==> src/rtl/dma_req_pkg.sv <==
package dma_req_pkg;
  localparam int SEL_W = 4;

  typedef enum logic [1:0] {
    SRC_NONE   = 2'd0,
    SRC_EXT    = 2'd1,
    SRC_AUTO   = 2'd2,
    SRC_PERIPH = 2'd3
  } src_e;

  typedef struct packed {
    src_e       src;
    logic       single;
    logic       to_dev;
    logic       bad;
    logic [1:0] pidx;
  } chan_cfg_t;

  localparam logic [SEL_W-1:0] CODE_EXT_DUAL = 4'b0000;
  localparam logic [SEL_W-1:0] CODE_EXT_D2M  = 4'b0010;
  localparam logic [SEL_W-1:0] CODE_EXT_M2D  = 4'b0011;
  localparam logic [SEL_W-1:0] CODE_AUTO     = 4'b0100;

  function automatic logic is_ext_code(input logic [SEL_W-1:0] sel);
    return (sel == CODE_EXT_DUAL) || (sel == CODE_EXT_D2M) || (sel == CODE_EXT_M2D);
  endfunction

  // Decode one select code; ext_ok tells whether the channel owns a pin.
  function automatic chan_cfg_t decode_sel(input logic [SEL_W-1:0] sel,
                                           input logic ext_ok,
                                           input int n_periph);
    chan_cfg_t c;
    c.src    = SRC_NONE;
    c.single = 1'b0;
    c.to_dev = 1'b0;
    c.bad    = 1'b1;
    c.pidx   = sel[1:0];
    if (is_ext_code(sel) && ext_ok) begin
      c.src    = SRC_EXT;
      c.bad    = 1'b0;
      c.single = (sel != CODE_EXT_DUAL);
      c.to_dev = (sel == CODE_EXT_M2D);
    end else if (sel == CODE_AUTO) begin
      c.src = SRC_AUTO;
      c.bad = 1'b0;
    end else if (sel[3:2] == 2'b10 && int'(sel[1:0]) < n_periph) begin
      c.src = SRC_PERIPH;
      c.bad = 1'b0;
    end
    return c;
  endfunction
endpackage

==> src/rtl/dma_req_gate.sv <==
module dma_req_gate #(
  parameter int NUM_CH = 4
) (
  input  logic              master_en,
  input  logic              nmi_flag,
  input  logic [NUM_CH-1:0] ch_en,
  input  logic [NUM_CH-1:0] ch_tend,
  input  logic [NUM_CH-1:0] ch_aerr,
  output logic [NUM_CH-1:0] qual
);
  localparam logic [NUM_CH-1:0] ALL_ONE = '1;
  logic [NUM_CH-1:0] glob_mask;

  always_comb begin
    glob_mask = (master_en && !nmi_flag) ? ALL_ONE : '0;
    qual      = glob_mask & ch_en & ~ch_tend & ~ch_aerr;
  end
endmodule

==> src/rtl/dma_req_sync.sv <==
module dma_req_sync #(
  parameter int STAGES = 2
) (
  input  logic clk,
  input  logic rst,
  input  logic pin,
  input  logic pol,
  output logic active,
  output logic edge_hit
);
  localparam int LAST = STAGES;

  // sh[STAGES-1] is the synchronized value, sh[STAGES] its previous sample
  logic [LAST:0] sh;

  always_ff @(posedge clk) begin
    if (rst) sh <= '1;
    else     sh <= {sh[LAST-1:0], pin};
  end

  logic now_act, was_act;
  always_comb begin
    now_act  = pol ? sh[LAST-1] : ~sh[LAST-1];
    was_act  = pol ? sh[LAST]   : ~sh[LAST];
    active   = now_act;
    edge_hit = now_act & ~was_act;
  end
endmodule

==> src/rtl/dma_req_chan.sv <==
module dma_req_chan
  import dma_req_pkg::*;
#(
  parameter bit HAS_EXT  = 1'b1,
  parameter int PERIPH_N = 4
) (
  input  logic                clk,
  input  logic                rst,
  input  logic [SEL_W-1:0]    sel,
  input  logic                qual,
  input  logic                grant,
  input  logic                ext_act,
  input  logic                ext_edge,
  input  logic                ext_emode,
  input  logic [PERIPH_N-1:0] periph_req,
  output logic                req,
  output logic                single,
  output logic                to_dev,
  output logic                bad
);
  localparam int PAD_W = 4;

  chan_cfg_t        cfg;
  logic [PAD_W-1:0] periph_pad;
  logic             want;
  logic             req_q, single_q, to_dev_q, bad_q;

  always_comb begin
    cfg        = decode_sel(sel, HAS_EXT, PERIPH_N);
    periph_pad = '0;
    periph_pad[PERIPH_N-1:0] = periph_req;
    case (cfg.src)
      SRC_AUTO:   want = ~grant;
      SRC_EXT:    want = ext_emode ? (ext_edge | (req_q & ~grant))
                                   : (ext_act & ~grant);
      SRC_PERIPH: want = periph_pad[cfg.pidx] & ~grant;
      default:    want = 1'b0;
    endcase
  end

  always_ff @(posedge clk) begin
    if (rst) begin
      req_q    <= 1'b0;
      single_q <= 1'b0;
      to_dev_q <= 1'b0;
      bad_q    <= 1'b0;
    end else begin
      req_q    <= qual & want;
      single_q <= cfg.single;
      to_dev_q <= cfg.to_dev;
      bad_q    <= cfg.bad;
    end
  end

  assign req    = req_q;
  assign single = single_q;
  assign to_dev = to_dev_q;
  assign bad    = bad_q;

  // a captured edge survives while qualified and not granted
  a_r7_edge_hold: assert property (@(posedge clk) disable iff (rst)
    (cfg.src == SRC_EXT && ext_emode && req_q && !grant && qual) |=> req_q);

  // a grant consumes the request unless a fresh edge arrives
  a_r8_grant_consumes: assert property (@(posedge clk) disable iff (rst)
    (grant && !(cfg.src == SRC_EXT && ext_emode && ext_edge)) |=> !req_q);

  // an illegal configuration never carries a request
  a_r10_bad_silent: assert property (@(posedge clk) disable iff (rst)
    bad_q |-> !req_q);
endmodule

==> src/rtl/dma_req_gen.sv <==
module dma_req_gen
  import dma_req_pkg::*;
#(
  parameter int NUM_CH   = 4,
  parameter int NUM_EXT  = 2,
  parameter int PERIPH_N = 4,
  parameter int STAGES   = 2
) (
  input  logic                    clk,
  input  logic                    rst,
  input  logic                    master_en,
  input  logic                    nmi_flag,
  input  logic [NUM_CH-1:0]       ch_en,
  input  logic [NUM_CH-1:0]       ch_tend,
  input  logic [NUM_CH-1:0]       ch_aerr,
  input  logic [NUM_CH*SEL_W-1:0] ch_sel,
  input  logic [NUM_EXT-1:0]      ext_pin,
  input  logic [NUM_EXT-1:0]      ext_edge_mode,
  input  logic [NUM_EXT-1:0]      ext_pol,
  input  logic [PERIPH_N-1:0]     periph_req,
  input  logic [NUM_CH-1:0]       grant,
  output logic [NUM_CH-1:0]       req_valid,
  output logic [NUM_CH-1:0]       addr_single,
  output logic [NUM_CH-1:0]       to_device,
  output logic [NUM_CH-1:0]       cfg_err
);
  logic [NUM_CH-1:0] qual;
  logic [NUM_CH-1:0] ext_act, ext_edge, ext_emode;

  dma_req_gate #(.NUM_CH(NUM_CH)) u_gate (
    .master_en (master_en),
    .nmi_flag  (nmi_flag),
    .ch_en     (ch_en),
    .ch_tend   (ch_tend),
    .ch_aerr   (ch_aerr),
    .qual      (qual)
  );

  for (genvar c = 0; c < NUM_CH; c++) begin : g_ch
    if (c < NUM_EXT) begin : g_ext
      dma_req_sync #(.STAGES(STAGES)) u_sync (
        .clk      (clk),
        .rst      (rst),
        .pin      (ext_pin[c]),
        .pol      (ext_pol[c]),
        .active   (ext_act[c]),
        .edge_hit (ext_edge[c])
      );
      assign ext_emode[c] = ext_edge_mode[c];
    end else begin : g_noext
      assign ext_act[c]   = 1'b0;
      assign ext_edge[c]  = 1'b0;
      assign ext_emode[c] = 1'b0;

      // no pin, so external codes never request
      a_r3_no_pin_req: assert property (@(posedge clk) disable iff (rst)
        is_ext_code(ch_sel[c*SEL_W +: SEL_W]) |=> !req_valid[c]);
    end

    dma_req_chan #(.HAS_EXT(c < NUM_EXT), .PERIPH_N(PERIPH_N)) u_chan (
      .clk        (clk),
      .rst        (rst),
      .sel        (ch_sel[c*SEL_W +: SEL_W]),
      .qual       (qual[c]),
      .grant      (grant[c]),
      .ext_act    (ext_act[c]),
      .ext_edge   (ext_edge[c]),
      .ext_emode  (ext_emode[c]),
      .periph_req (periph_req),
      .req        (req_valid[c]),
      .single     (addr_single[c]),
      .to_dev     (to_device[c]),
      .bad        (cfg_err[c])
    );

    // any failed qualifier blocks the next-cycle request
    a_r1_gate: assert property (@(posedge clk) disable iff (rst)
      (!ch_en[c] || !master_en || nmi_flag || ch_tend[c] || ch_aerr[c])
        |=> !req_valid[c]);

    // auto mode requests whenever qualified and not granted
    a_r2_auto: assert property (@(posedge clk) disable iff (rst)
      (ch_sel[c*SEL_W +: SEL_W] == CODE_AUTO && ch_en[c] && master_en && !nmi_flag
        && !ch_tend[c] && !ch_aerr[c] && !grant[c]) |=> req_valid[c]);

    // a single-address mode is flagged only together with a clean code
    a_r5_single_legal: assert property (@(posedge clk) disable iff (rst)
      addr_single[c] |-> !cfg_err[c]);
  end
endmodule

==> config.mk <==
export PLATFORM = sky130hd
export DESIGN_NAME = dma_req_gen
export DESIGN_NICKNAME = d
export VERILOG_FILES = /design/src/rtl/dma_req_pkg.sv /design/src/rtl/dma_req_gate.sv /design/src/rtl/dma_req_sync.sv /design/src/rtl/dma_req_chan.sv /design/src/rtl/dma_req_gen.sv
export SDC_FILE = /design/constraint.sdc
export NUM_CORES = 1
export LEC_CHECK = 0
export CAP_MARGIN = 20
export CORE_ASPECT_RATIO = 1.5
export CORE_MARGIN = 2
export CORE_UTILIZATION = 36
export CTS_BUF_LIST = sky130_fd_sc_hd__clkbuf_8 sky130_fd_sc_hd__clkbuf_16
export DETAILED_ROUTE_END_ITERATION = 16
export HOLD_SLACK_MARGIN = 0.12
export PLACE_DENSITY = 0.78
export SLEW_MARGIN = 20
export SYNTH_ARGS = -nofsm -noshare
export SYNTH_HDL_FRONTEND = slang
export SYNTH_SLANG_ARGS = --single-unit
==> constraint.sdc <==
create_clock -name clk -period 1.6 [get_ports clk]
set_input_delay 0.32 -clock clk [delete_from_list [all_inputs] [get_ports clk]]
set_output_delay 0.32 -clock clk [all_outputs]
set_load 0.02 [all_outputs]
==> results.tsv, run 1 <==
stage	metric	value	unit
run_status	outcome	finished clean	
timing	fin_crit	1530	ps
clock_network	cts_root_buffer	clkbuf_8	
setup_path	worstSetupStartpointType	input pin	
route	vias_per_cell	5.06	
global_route	grt_max_degree	13	
pwr	power	1120	uW
route	vias	1017	
placement	pre_cts_ws	-207	ps
global_route	track_usage	17.0	%
logic_synthesis	yosys_register_bits	18	
clock_network	ctsResizeCount	0	
floorplan	die_w	47.3	um
setup_path	path_cells	clkdlybuf4s50_1 -> mux4_1 -> a32oi_1 -> o41ai_1	
route	final_antenna_net_count	0	
setup_path	cp.required	1740	ps
timing	post-route-period-util	95.4	%
layout	utilization	61.7	%
layout	final_area	1650	um^2
timing	setup_viol_count_final	0	
route	dr.pass1.iters	4	
setup_path	slowest_stage	mux4_1	
setup_path	r2r_cells	4	
global_route	grt_overflow	0	
route	drc	0	
clock_network	path_clk_slew	70	ps
hold_path	hold_path_class	register to register	
setup_path	worstPathMaxFanout	2	
logic_synthesis	ys_dominant_reg_cell	dfxtp_1	
timing	rsz0062_at_grt	no	
logic_synthesis	ys_async_sr_fraction	0	%
placement	place_area	1600	um^2
pwr	power_density	677	nW/um^2
setup_path	crit_buf_inv	1	
floorplan	die_area	3260	um^2
layout	seqCellArea	360	um^2
logic_synthesis	synth_cells	107	
timing	slew_violations	0	
clock_network	clock_latency	260	ps
layout	fill_cells	238	
pwr	p_leak	0.000618	uW
route	drt_iter0_markers	15	
layout	n_antenna_cell	0	
job	maxCapViolations	0	
clock_network	numClockSinks	18	
timing	fin_skew	0.818	ps
global_route	grt_pass1_vias	1003	
layout	fin_nets	211	
timing	setup_slack	73.6	ps
setup_path	critPathKind	input pin to register	
layout	areaGrowthSynthToFinish	62.8	%
layout	layout_common_cells	57 x clkdlybuf4s50_1, 18 x dfxtp_1, 11 x buf_4, 8 x nand2_1, 6 x or2_2	
timing	hold_ws	414	ps
logic_synthesis	synth_area_per_cell	9.47	um^2
hold_path	min_path_cells	1	
setup_path	crit_family	multiplexers	
setup_path	cp-end-kind	register	
placement	dpl.hpwl	2.08	mm
timing	hold_viol	0	
placement	port_buffers	57	
logic_synthesis	synth_cell_type_count	36	
floorplan	placementRows	23	
setup_path	max_stage_delay	560	ps
pwr	vdd_drop_max	452	uV
setup_path	cp.arrival	1670	ps
logic_synthesis	yosysWarnings	0	
global_route	antenna_found_initial	0	
global_route	grt_pass1_wl	3.86	mm
clock_network	cts_max_path_buffers	2	
clock_network	cts_buffers	3	
floorplan	num_io_pins	62	
setup_path	cp_num_cells	4	
clock_network	htree_num_levels	1	
timing	max_freq	655	MHz
logic_synthesis	seq_area_frac_synth	35.6	%
clock_network	cts_tree	done	
layout	layout-drive-gt1-share	17.1	%
floorplan	die_y	69.0	um
route	avgRoutedWirePerCell	12.7	um
route	routed_wl	2.56	mm
placement	place_congestion	0.820	
logic_synthesis	synthesis.area	1010	um^2
floorplan	initial_core_util	37.9	%
floorplan	core_region_area	2680	um^2
clock_network	cts_setup_buffers	0	
logic_synthesis	synth_edf_count	0	
layout	multi_input_area	524	um^2
layout	layout_commonest_cell	clkdlybuf4s50_1	
-- where the power goes --
part	internal (uW)	switching, uW	leakage [uW]
Clock	219	159	0.0000288
Combinational	171	99.0	0.000441
Sequential	463	5.63	0.000148
-- path summary, 6_finish.rpt --
check / startpoint / end / slack, ps
hold reg to reg: g_ch[1].g_ext.u_sync.sh[0] / g_ch[1].g_ext.u_sync.sh[1] / 410
setup reg to reg: g_ch[0].g_ext.u_sync.sh[1] / g_ch[0].u_chan.req / 530
hold / removal: g_ch[1].g_ext.u_sync.sh[0] / g_ch[1].g_ext.u_sync.sh[1] / 410
setup / recovery: ch_sel[0] / g_ch[0].u_chan.req / 70
-- worst reg2reg max path, stage by stage, from the launching register on --
cell and delay [ps]:
dfxtp_1 340, xor2_1 160, o211ai_1 170, a32oi_1 80, o41ai_1 220
-- synthesized netlist by cell type, drive strengths merged, types with 2 or more instances --
library cell  instances  area [um^2]
or4b                  2         20.0
xor2                  2         17.5
nor2                  4         15.0
o21ai                 4         20.0
nor4b                 7         82.6
buf                  17          125
mux4                  3         71.3
nor2b                 4         25.0
nor3                  5         25.0
mux2i                 2         20.0
a21oi                 4         20.0
dfxtp                18          360
inv                   3         11.3
or2                   6         37.5
and2                  2         12.5
a211oi                2         15.0
nand2                 8         30.0
-- final cells by class --
| class | instances | area share, % |
|---|---|---|
| repair buffers | 68 | 39.6 |
| flip-flops and latches | 18 | 21.8 |
| well taps | 37 | 2.81 |
| clock buffers | 4 | 3.34 |
| inverters | 3 | 0.682 |
| multi-input cells | 71 | 31.8 |
-- stage by stage --
stage / TNS (ps) / std cells
3_5_place_dp: -491 / 197
6_report: 0 / 201
5_1_grt: 0 / 201
2_1_floorplan: 0 / 110
3_3_place_gp: -451 / 197
4_1_cts: 0 / 201
-- per-layer routing --
layer | GRT usage (%) | up-vias | wire length (um)
li1 | - | 482 | -
met1 | 14.4 | 491 | 863
met2 | 33.8 | 39 | 1490
met3 | 3.39 | 5 | 157
met4 | 9.03 | 0 | 49
met5 | 0 | - | 0
-- state kept, by name, summed over array words and instances (netlist names) --
name	cells
g_ch.u_chan.to_dev	2
g_ch.u_chan.single	2
g_ch.g_ext.u_sync.sh	6
g_ch.u_chan.req	4
g_ch.u_chan.bad	4
-- cells by family (layout without fill, tap and decap cells) --
family | Yosys count | in the layout | share of synthesized area (%)
other | 1 | 4 | 0.370
XOR/XNOR | 2 | 2 | 1.73
AO/OA/AOI/OAI | 17 | 17 | 11.0
buffers and inverters | 21 | 75 | 13.8
flip-flops | 18 | 18 | 35.6
multiplexers | 5 | 5 | 9.01
AND/OR/NAND/NOR | 43 | 43 | 28.5
-- timing repair --
item / in CTS / in global routing
endpoints found under the setup margin: 0 / 1
hold buffers: 0 / 0
endpoints found under the hold margin: 0 / 0
(Power assumes the default switching activity.)
==> run 2: changes to the inputs <==
--- a/config.mk
+++ b/config.mk
@@ -5,14 +5,13 @@
 export SDC_FILE = /design/constraint.sdc
 export NUM_CORES = 1
 export LEC_CHECK = 0
-export CAP_MARGIN = 20
 export CORE_ASPECT_RATIO = 1.5
 export CORE_MARGIN = 2
-export CORE_UTILIZATION = 36
+export CORE_UTILIZATION = 39
 export CTS_BUF_LIST = sky130_fd_sc_hd__clkbuf_8 sky130_fd_sc_hd__clkbuf_16
 export DETAILED_ROUTE_END_ITERATION = 16
 export HOLD_SLACK_MARGIN = 0.12
-export PLACE_DENSITY = 0.78
+export PLACE_DENSITY = 0.84
 export SLEW_MARGIN = 20
 export SYNTH_ARGS = -nofsm -noshare
 export SYNTH_HDL_FRONTEND = slang
==> constraint.sdc (replaced) <==
create_clock -name clk -period 1.78 [get_ports clk]
set_input_delay 0.356 -clock clk [delete_from_list [all_inputs] [get_ports clk]]
set_output_delay 0.356 -clock clk [all_outputs]
set_load 0.02 [all_outputs]
==> results.tsv, run 2 (synthesis gave the netlist of run 1 again) <==
stage	metric	value	unit	change
route	drt_iter0_markers	13		-2
clock_network	numClockSinks	18		unchanged
floorplan	die_w	45.6	um	-3.6%
timing	hold_viol	0		unchanged
timing	rsz0062_at_grt	no		
global_route	grt_overflow	0		unchanged
clock_network	htree_num_levels	1		unchanged
setup_path	worstSetupStartpointType	input pin		
clock_network	clock_latency	250	ps	about the same
pwr	p_clk_share	29.6	%	-4.2 points
clock_network	cts_setup_buffers	0		unchanged
timing	post-route-period-util	91.1	%	
floorplan	initial_core_util	41.4	%	+3.5 points
route	avgRoutedWirePerCell	13.6	um	+6.6%
route	final_antenna_net_count	0		unchanged
timing	max_freq	616	MHz	
floorplan	core_region_area	2450	um^2	-8.5%
placement	port_buffers	57		unchanged
pwr	swShare	23.3	%	-0.32 points
placement	dp.cells	180		-8.6%
setup_path	critPathKind	input pin to register		
placement	pre_cts_ws	-117	ps	+89.9 ps
clock_network	cts_tree	done		
pwr	switching_power	217	uW	-18%
clock_network	ctsResizeCount	0		unchanged
setup_path	worstPathMaxFanout	4		+2
floorplan	die_area	3030	um^2	-7.2%
floorplan	placementRows	22		-4.3%
pwr	vdd_drop_max	517	uV	+14%
run_status	outcome	finished clean		
clock_network	cts_root_buffer	clkbuf_8		
placement	place_congestion	0.786		-4.1%
timing	slew_violations	0		unchanged
timing	setup_viol_count_final	0		unchanged
floorplan	num_io_pins	62		unchanged
route	drc	0		unchanged
pwr	power_density	586	nW/um^2	-13%
route	dr.pass1.iters	4		unchanged
global_route	grt_pass1_wl	4.08	mm	+5.5%
layout	n_antenna_cell	0		unchanged
layout	layout_commonest_cell	clkdlybuf4s50_1		
pwr	p_leak	0.000591	uW	-4.3%
job	maxCapViolations	0		unchanged
timing	fin_skew	1.36	ps	+0.541 ps
setup_path	cp.arrival	1760	ps	+90 ps
setup_path	cp.required	1910	ps	+170 ps
route	vias	982		-3.4%
route	routed_wl	2.49	mm	-3.0%
clock_network	cts_max_path_buffers	2		unchanged
global_route	antenna_found_initial	0		unchanged
clock_network	path_clk_slew	70	ps	about the same
layout	stdcell_count	183		-9.0%
timing	setup_slack	158	ps	+84.1 ps
setup_path	cp-end-kind	register		
layout	layout_common_cells	57 x clkdlybuf4s50_1, 18 x dfxtp_1, 8 x nand2_1, 7 x buf_4, 6 x or2_2		
global_route	grt_max_degree	13		unchanged
global_route	grt_pass1_vias	977		-2.6%
layout	final_area	1590	um^2	-3.6%
clock_network	cts_buffers	3		unchanged
pwr	p_comb_share	25.2	%	+1.0 points
pwr	power	932	uW	-17%
global_route	track_usage	18.3	%	+1.3 points
placement	place_area	1550	um^2	-2.9%
layout	top_register	g_ch.g_ext.u_sync.sh		
layout	largest_register_ffs	6		unchanged
pwr	p_int	715	uW	-16%
clock_network	postCtsHoldBufs	0		unchanged
floorplan	die_y	66.4	um	-3.7%
layout	areaGrowthSynthToFinish	56.9	%	
pwr	sequentialPowerShare	45.2	%	+3.2 points
timing	fin_crit	1620	ps	
layout	fin_nets	207		-1.9%
layout	layout-drive-gt1-share	14.5	%	-2.6 points
timing	hold_ws	412	ps	-2.15 ps
route	vias_per_cell	5.37		+6.1%
hold_path	hold_path_class	register to register		
==> run 2: cell types whose count changed in the layout (fill, tap and decap cells not counted) <==
cell      change
clkbuf_8      -1
buf_4         -4
==> run 2: path summary, 6_finish.rpt <==
kind	startpoint	endpoint	slack [ps]	depth (start not counted)
max	ch_sel[0]	g_ch[0].u_chan.req	160	4
min	g_ch[1].g_ext.u_sync.sh[0]	g_ch[1].g_ext.u_sync.sh[1]	410	1
max reg2reg	g_ch[0].g_ext.u_sync.sh[1]	g_ch[0].u_chan.req	640	4
min reg2reg	g_ch[1].g_ext.u_sync.sh[0]	g_ch[1].g_ext.u_sync.sh[1]	410	1
==> run 2: cell type report <==
cell class                 count  area (um^2)
clock buffer                   3         41.3
fill                         206          860
inverter                       3         11.3
multi-input combinational     71          524
sequential                    18          360
tap                           24         30.0
timing repair buffer          64          623
==> run 2: power by group through the flow <==
stage,Combinational (uW),Sequential (uW),Clock [uW]
finish,235,422,276
global route,254,423,304
CTS,236,422,285
detailed placement,235,431,0
global placement,229,430,0
floorplan,98.8,429,0
==> run 2: per-stage QoR <==
stage	util [%]	TNS [ps]
floorplan	-	0
global placement	63.2	-88.9
detailed placement	63.2	-117
CTS	64.9	0
global route	64.9	0
finish	64.9	0
==> run 2: routing by layer <==
layer / vias up / share of wire [%] / GRT usage [%]
li1: 477 / - / -
met1: 464 / 34 / 17.8
met2: 37 / 57 / 34.3
met3: 4 / 7.8 / 4.64
met4: 0 / 1.2 / 7.35
met5: - / 0 / 0
==> run 2: critical path: stages <==
cell,delay [ps]
clkdlybuf4s50_1,530
mux4_1,560
a32oi_1,210
o41ai_1,100
==> run 3: changes to the inputs <==
--- a/config.mk
+++ b/config.mk
@@ -9,6 +9,7 @@
 export CORE_MARGIN = 2
 export CORE_UTILIZATION = 39
 export CTS_BUF_LIST = sky130_fd_sc_hd__clkbuf_8 sky130_fd_sc_hd__clkbuf_16
+export CTS_CLUSTER_SIZE = 16
 export DETAILED_ROUTE_END_ITERATION = 16
 export HOLD_SLACK_MARGIN = 0.12
 export PLACE_DENSITY = 0.84
==> results of run 3 <==
Same layout as run 2: the final DEF is identical, and so are final timing and power.
